===== config.mk =====
export PLATFORM = sky130hd
export DESIGN_NAME = sdp_counter_unit
export DESIGN_NICKNAME = d
export VERILOG_FILES = /design/src/rtl/sdp_pkg.sv /design/src/rtl/sdp_recency_stack.sv /design/src/rtl/sdp_counter_bank.sv /design/src/rtl/sdp_miss_projector.sv /design/src/rtl/sdp_counter_unit.sv
export SDC_FILE = /design/constraint.sdc
export NUM_CORES = 1
export LEC_CHECK = 0
export BUFFER_PORTS_ARGS = -buffer_cell sky130_fd_sc_hd__clkbuf_2
export CAP_MARGIN = 10
export CORE_AREA = 2 2 269 271
export DETAILED_ROUTE_END_ITERATION = 6
export DIE_AREA = 0 0 271 273
export PLACE_DENSITY_LB_ADDON = 0.05
export REMOVE_ABC_BUFFERS = 1
export SETUP_SLACK_MARGIN = 0.4
export SLEW_MARGIN = 15
export SYNTH_ARGS = -nofsm -noshare
export SYNTH_HDL_FRONTEND = slang
export SYNTH_SLANG_ARGS = --single-unit

===== constraint.sdc =====
create_clock -name clk -period 15.7 [get_ports clk]
set_clock_uncertainty 0.1 [all_clocks]
set_input_delay 2.355 -clock clk [delete_from_list [all_inputs] [get_ports clk]]
set_output_delay 2.355 -clock clk [all_outputs]
set_load 0.01 [all_outputs]

===== src/rtl/sdp_pkg.sv =====
package sdp_pkg;

    localparam int unsigned DEF_WAYS  = 8;
    localparam int unsigned DEF_TAG_W = 12;
    localparam int unsigned DEF_CNT_W = 16;

    // bits needed to carry a value in 0..ways
    function automatic int unsigned idx_width(input int unsigned ways);
        return (ways < 1) ? 1 : $clog2(ways + 1);
    endfunction

    // width of a sum of ways+1 counters of cnt_w bits
    function automatic int unsigned sum_width(input int unsigned ways, input int unsigned cnt_w);
        return cnt_w + $clog2(ways + 1);
    endfunction

endpackage


===== src/rtl/sdp_recency_stack.sv =====
module sdp_recency_stack #(
    parameter int unsigned WAYS  = 8,
    parameter int unsigned TAG_W = 12,
    parameter int unsigned POS_W = 4
) (
    input  logic             clk,
    input  logic             rst,
    input  logic             clr,
    input  logic             acc_vld,
    input  logic [TAG_W-1:0] acc_tag,
    output logic             lk_hit,
    output logic [POS_W-1:0] lk_pos
);

    typedef struct packed {
        logic             vld;
        logic [TAG_W-1:0] tag;
    } entry_t;

    entry_t            stk_q [WAYS];
    logic [WAYS-1:0]   match;
    logic [WAYS-1:0]   vld_vec;
    logic [POS_W-1:0]  shift_lim;

    for (genvar g = 0; g < WAYS; g++) begin : g_cmp
        assign match[g]   = stk_q[g].vld && (stk_q[g].tag == acc_tag);
        assign vld_vec[g] = stk_q[g].vld;
    end

    always_comb begin
        lk_pos = '0;
        for (int i = WAYS - 1; i >= 0; i--) begin
            if (match[i]) lk_pos = POS_W'(i);
        end
        lk_hit    = |match;
        shift_lim = lk_hit ? lk_pos : POS_W'(WAYS - 1);
    end

    always_ff @(posedge clk) begin
        if (rst || clr) begin
            for (int i = 0; i < WAYS; i++) stk_q[i] <= '0;
        end else if (acc_vld) begin
            stk_q[0] <= '{vld: 1'b1, tag: acc_tag};
            for (int i = 1; i < WAYS; i++) begin
                if (POS_W'(i) <= shift_lim) stk_q[i] <= stk_q[i-1];
            end
        end
    end

    for (genvar g = 1; g < WAYS; g++) begin : g_chk
        AST_VALID_PREFIX: assert property (@(posedge clk) disable iff (rst)
            vld_vec[g] |-> vld_vec[g-1]);
    end

    AST_UNIQUE_MATCH: assert property (@(posedge clk) disable iff (rst)
        $onehot0(match));

    AST_MRU_LOAD: assert property (@(posedge clk) disable iff (rst)
        (acc_vld && !clr) |=> (stk_q[0].vld && stk_q[0].tag == $past(acc_tag)));

    AST_CLR_EMPTY: assert property (@(posedge clk) disable iff (rst)
        clr |=> (vld_vec == '0));

endmodule


===== src/rtl/sdp_counter_bank.sv =====
module sdp_counter_bank #(
    parameter int unsigned WAYS  = 8,
    parameter int unsigned CNT_W = 16,
    parameter int unsigned IDX_W = 4
) (
    input  logic                        clk,
    input  logic                        rst,
    input  logic                        clr,
    input  logic                        inc_vld,
    input  logic [IDX_W-1:0]            inc_idx,
    input  logic [IDX_W-1:0]            rd_idx,
    output logic [CNT_W-1:0]            rd_data,
    output logic [(WAYS+1)*CNT_W-1:0]   cnt_flat
);

    localparam int unsigned NCNT = WAYS + 1;
    localparam logic [CNT_W-1:0] CNT_MAX = '1;

    logic [CNT_W-1:0] cnt_q [NCNT];
    logic [CNT_W-1:0] rd_sel;

    for (genvar k = 0; k < NCNT; k++) begin : g_cnt
        always_ff @(posedge clk) begin
            if (rst || clr) begin
                cnt_q[k] <= '0;
            end else if (inc_vld && inc_idx == IDX_W'(k) && cnt_q[k] != CNT_MAX) begin
                cnt_q[k] <= cnt_q[k] + 1'b1;
            end
        end

        assign cnt_flat[k*CNT_W +: CNT_W] = cnt_q[k];

        AST_NO_WRAP: assert property (@(posedge clk) disable iff (rst)
            !clr |=> cnt_q[k] >= $past(cnt_q[k]));

        AST_STEP_ONE: assert property (@(posedge clk) disable iff (rst)
            !clr |=> {1'b0, cnt_q[k]} <= {1'b0, $past(cnt_q[k])} + (CNT_W+1)'(1));

        AST_CLR_ZERO: assert property (@(posedge clk) disable iff (rst)
            clr |=> cnt_q[k] == '0);
    end

    always_comb begin
        rd_sel = '0;
        for (int k = 0; k < NCNT; k++) begin
            if (rd_idx == IDX_W'(k)) rd_sel = cnt_q[k];
        end
    end

    always_ff @(posedge clk) begin
        if (rst) rd_data <= '0;
        else     rd_data <= rd_sel;
    end

endmodule


===== src/rtl/sdp_miss_projector.sv =====
module sdp_miss_projector #(
    parameter int unsigned WAYS  = 8,
    parameter int unsigned CNT_W = 16,
    parameter int unsigned IDX_W = 4,
    parameter int unsigned SUM_W = 20
) (
    input  logic                        clk,
    input  logic                        rst,
    input  logic [(WAYS+1)*CNT_W-1:0]   cnt_flat,
    input  logic [IDX_W-1:0]            qry_ways,
    output logic [SUM_W-1:0]            qry_miss
);

    logic [SUM_W-1:0] sum_c;

    always_comb begin
        sum_c = '0;
        for (int k = 0; k <= WAYS; k++) begin
            if (k == WAYS || IDX_W'(k) >= qry_ways) begin
                sum_c = sum_c + SUM_W'(cnt_flat[k*CNT_W +: CNT_W]);
            end
        end
    end

    always_ff @(posedge clk) begin
        if (rst) qry_miss <= '0;
        else     qry_miss <= sum_c;
    end

    AST_PROJ_FLOOR: assert property (@(posedge clk) disable iff (rst)
        1'b1 |=> qry_miss >= SUM_W'($past(cnt_flat[WAYS*CNT_W +: CNT_W])));

endmodule


===== src/rtl/sdp_counter_unit.sv =====
module sdp_counter_unit
    import sdp_pkg::*;
#(
    parameter int unsigned WAYS  = DEF_WAYS,
    parameter int unsigned TAG_W = DEF_TAG_W,
    parameter int unsigned CNT_W = DEF_CNT_W,
    parameter int unsigned IDX_W = idx_width(WAYS),
    parameter int unsigned SUM_W = sum_width(WAYS, CNT_W)
) (
    input  logic             clk,
    input  logic             rst,
    input  logic             clr,
    input  logic             acc_vld,
    input  logic [TAG_W-1:0] acc_tag,
    input  logic [IDX_W-1:0] rd_idx,
    output logic [CNT_W-1:0] rd_data,
    input  logic [IDX_W-1:0] qry_ways,
    output logic [SUM_W-1:0] qry_miss
);

    localparam logic [IDX_W-1:0] MISS_IDX = IDX_W'(WAYS);

    logic                        lk_hit;
    logic [IDX_W-1:0]            lk_pos;
    logic                        inc_vld;
    logic [IDX_W-1:0]            inc_idx;
    logic [(WAYS+1)*CNT_W-1:0]   cnt_flat;

    assign inc_vld = acc_vld && !clr;
    assign inc_idx = lk_hit ? lk_pos : MISS_IDX;

    sdp_recency_stack #(.WAYS(WAYS), .TAG_W(TAG_W), .POS_W(IDX_W)) u_stack (
        .clk(clk), .rst(rst), .clr(clr),
        .acc_vld(acc_vld), .acc_tag(acc_tag),
        .lk_hit(lk_hit), .lk_pos(lk_pos)
    );

    sdp_counter_bank #(.WAYS(WAYS), .CNT_W(CNT_W), .IDX_W(IDX_W)) u_bank (
        .clk(clk), .rst(rst), .clr(clr),
        .inc_vld(inc_vld), .inc_idx(inc_idx),
        .rd_idx(rd_idx), .rd_data(rd_data), .cnt_flat(cnt_flat)
    );

    sdp_miss_projector #(.WAYS(WAYS), .CNT_W(CNT_W), .IDX_W(IDX_W), .SUM_W(SUM_W)) u_proj (
        .clk(clk), .rst(rst), .cnt_flat(cnt_flat),
        .qry_ways(qry_ways), .qry_miss(qry_miss)
    );

    AST_HIT_IN_RANGE: assert property (@(posedge clk) disable iff (rst)
        lk_hit |-> lk_pos < MISS_IDX);

endmodule


==> results.toml <==
[status]
status = "finished, final reports clean"

[yosys]
ys_async_sr_fraction = 0
synth-main-ff-cell = "edfxtp_1"
synth_edf_count = 247
netlist_area_mm2 = 0.0212
synth_seq_cells = 284
yosys.area.top_type_share = 0.350
ys_types = 77
synth_cells = 2306
synth_top_area_cell = "edfxtp_1"
synth-seq-area-share = 0.385
synth_common_cells = "nor2_1, edfxtp_1, xnor2_1"
yosysWarnings = 0
yosysMostFrequentCell = "nor2_1"
ys_top_cells_by_area = "edfxtp_1, ha_1, xnor2_1"
avgSynthCellArea_um2 = 9.20

[global_routing]
grt_pass1_vias = 16600
antenna_found_initial = 0
grt_pass1_wl_um = 102000
track_usage = 0.177
grt_max_degree = 68
gr-total-overflow = 0

[setup_path]
arrival_ns = 13.83
cpMaxStageDelayCell = "o22ai_1"
critPathMostFrequentCell = "ha_1"
cp.buffers_inverters = 2
reg2reg_from = "u_bank.cnt_q[0][1]"
critical_path_class = "in2reg"
start_kind = "primary input"
r2r_end = "u_proj.qry_miss[19]"
crit_path_max_incr_delay_ns = 0.38
worstPathRequired_ns = 16.03
crit_family = "compound AO/OA/AOI/OAI gates"
crit_path_max_fanout = 25
worstSetupEndpointType = "register"
r2r_cells = 54
rrSetupSlack_ns = 4.23

[min_path]
hold-path-endpoint = "u_stack.stk_q[0][12]"
hp-class = "reg2reg"
hold_depth = 1
worstHoldStart = "u_stack.stk_q[0][12]"

[clock_tree]
htree_levels = 2
cts_root_buf = "clkbuf_16"
cts_resized = 0
numCtsBuffers = 39
clk_latency_ns = 0.58
cts_tree = "done"
postCtsSetupBuffers = 0
cts.sinks = 284
clock_path_buffers = 3
clk_pin_slew_worst_paths_ns = 0.05
postCtsHoldBufs = 0

[power]
power_frac_clock = 0.440
netSwitchingFraction = 0.272
powerDensity_mw_per_mm2 = 83.5
p_comb_frac = 0.108
irDropWorstVdd_mv = 0.0646
pwr-share-seq = 0.452
p_leak_nw = 9.18
intPower_w = 0.00145
p_sw_w = 0.000540

[floorplanning]
ios = 60
die_w_um = 271
initial_core_util = 0.299
core_mm2 = 0.0710
row_count = 98
die_y_um = 273
dieArea_mm2 = 0.0740

[sta]
hold_viol_final = 0
setup_viol = 0
rsz0062_at_grt = "false"
finalCriticalPeriod_ns = 13.50
fmax_mhz = 74.1
worst_slew_pin_slew_ns = 1.09
slew_violations = 0
slew_headroom = 0.264
finalSetupTns_ns = 0
fin_crit_sh = 0.860

[final_layout]
final_layout_size_suffix_gt1_frac = 0.0720
diodes = 0
area_growth_pct = 12.4
fillers = 7384
seqCellArea_mm2 = 0.00816
fin_area_mm2 = 0.0238
multiInputGateArea_mm2 = 0.0125
num-nets-final = 2519

[placed_design]
portBuffers = 59
post_dp_cell_area_mm2 = 0.0226
globalplace.congestion = 0.874
dp_hpwl_um = 52400

[detailed_routing]
antenna_left = 0
wl_per_cell_um = 20.0
drt_iter0_drc = 1080
drt-total-wl_um = 66500
dr.pass1.iters = 5
vias = 16800
drcViolationCount = 0
vias_per_cell = 5.06

[job]
cap_violations = 0
-- worst reg2reg max path, delay by kind of cell, from the launching register on --
family	cells	cell delay (ns)
compound gates	20	3.68
simple gates	19	3.05
fa+ha+maj	9	3.02
xor+xnor	6	1.01
flops	1	0.50
-- layout by cell type (no fill, tap or decap), types with 18 or more instances in the layout --
master     netlist  routed
nor2_1         327     326
edfxtp_1       247     247
xnor2_1        180     180
nand2_1        156     156
xor2_1         144     144
ha_1           141     141
and2_1         121     121
a21oi_1        106     106
nand3_1         91      91
inv_1           71      71
o21ai_0         64      61
clkbuf_2         0      59
and3_1          55      55
nor3_1          54      54
a22oi_1         53      53
nand4_1         41      41
a21o_1          39      39
clkbuf_16        0      39
dfxtp_1         37      37
nor2b_1         25      25
a31oi_1         25      25
nand2b_1        21      21
buf_4            0      18
-- sequential cells by signal, summed over array words and instances, names as in the netlist --
signal and cells:
u_bank.rd_data 16, u_proj.qry_miss 20, u_bank.cnt_q 144, u_stack.stk_q 104
-- worst max-delay path by stage --
stage / startpoint / to / slack (ns) / cells past startpoint
CTS: qry_ways[1] / u_proj.qry_miss[19] / 2.19 / 57
detailed placement: qry_ways[0] / u_proj.qry_miss[19] / 1.64 / 57
global route: qry_ways[0] / u_proj.qry_miss[19] / 1.21 / 55
global placement: qry_ways[0] / u_proj.qry_miss[17] / 1.71 / 57
finish: qry_ways[0] / u_proj.qry_miss[19] / 2.20 / 57
floorplan: qry_ways[0] / u_proj.qry_miss[19] / 3.14 / 52
-- power groups by stage --
stage	Combinational, W	Clock (W)	Sequential (W)
2_1_floorplan	0.000141	0	0.000898
6_report	0.000215	0.000876	0.000898
3_5_place_dp	0.000216	0	0.000915
4_1_cts	0.000217	0.000907	0.000899
3_3_place_gp	0.000217	0	0.000914
5_1_grt	0.000241	0.000934	0.000903
-- cell type report --
class / count / share of cell area
multi-input combinational: 1873 / 0.526
sequential: 284 / 0.342
tap: 950 / 0.0499
clock buffer: 52 / 0.0443
timing repair buffer: 77 / 0.0181
inverter: 71 / 0.0112
clock inverter: 17 / 0.00824
-- layer usage --
layer	track usage	vias to the layer above	routed length [um]
met4	0.0522	0	1840
met1	0.247	8042	32000
met3	0.0206	89	2360
li1	-	8343	-
met2	0.288	336	30300
met5	0	-	0
-- through the flow --
step	utilization	hold slack, ns	total power (W)	setup slack (ns)	instances
after floorplan	-	0.354	0.00104	3.14	2228
after global placement	0.318	0.395	0.00113	1.71	3255
after detailed placement	0.318	0.378	0.00113	1.64	3255
after CTS	0.335	0.391	0.00202	2.19	3324
after global routing	0.336	0.422	0.00208	1.21	3324
final	0.336	0.390	0.00199	2.20	3324
-- cell families after synthesis --
| kind of cell | after synthesis | share of synthesized area |
|---|---|---|
| mux | 3 | 0.00148 |
| flops | 284 | 0.385 |
| buf+inv | 149 | 0.0267 |
| compound gates | 426 | 0.135 |
| simple gates | 964 | 0.223 |
| fa+ha+maj | 153 | 0.0926 |
| xor+xnor | 327 | 0.136 |
(Power assumes the default switching activity.)
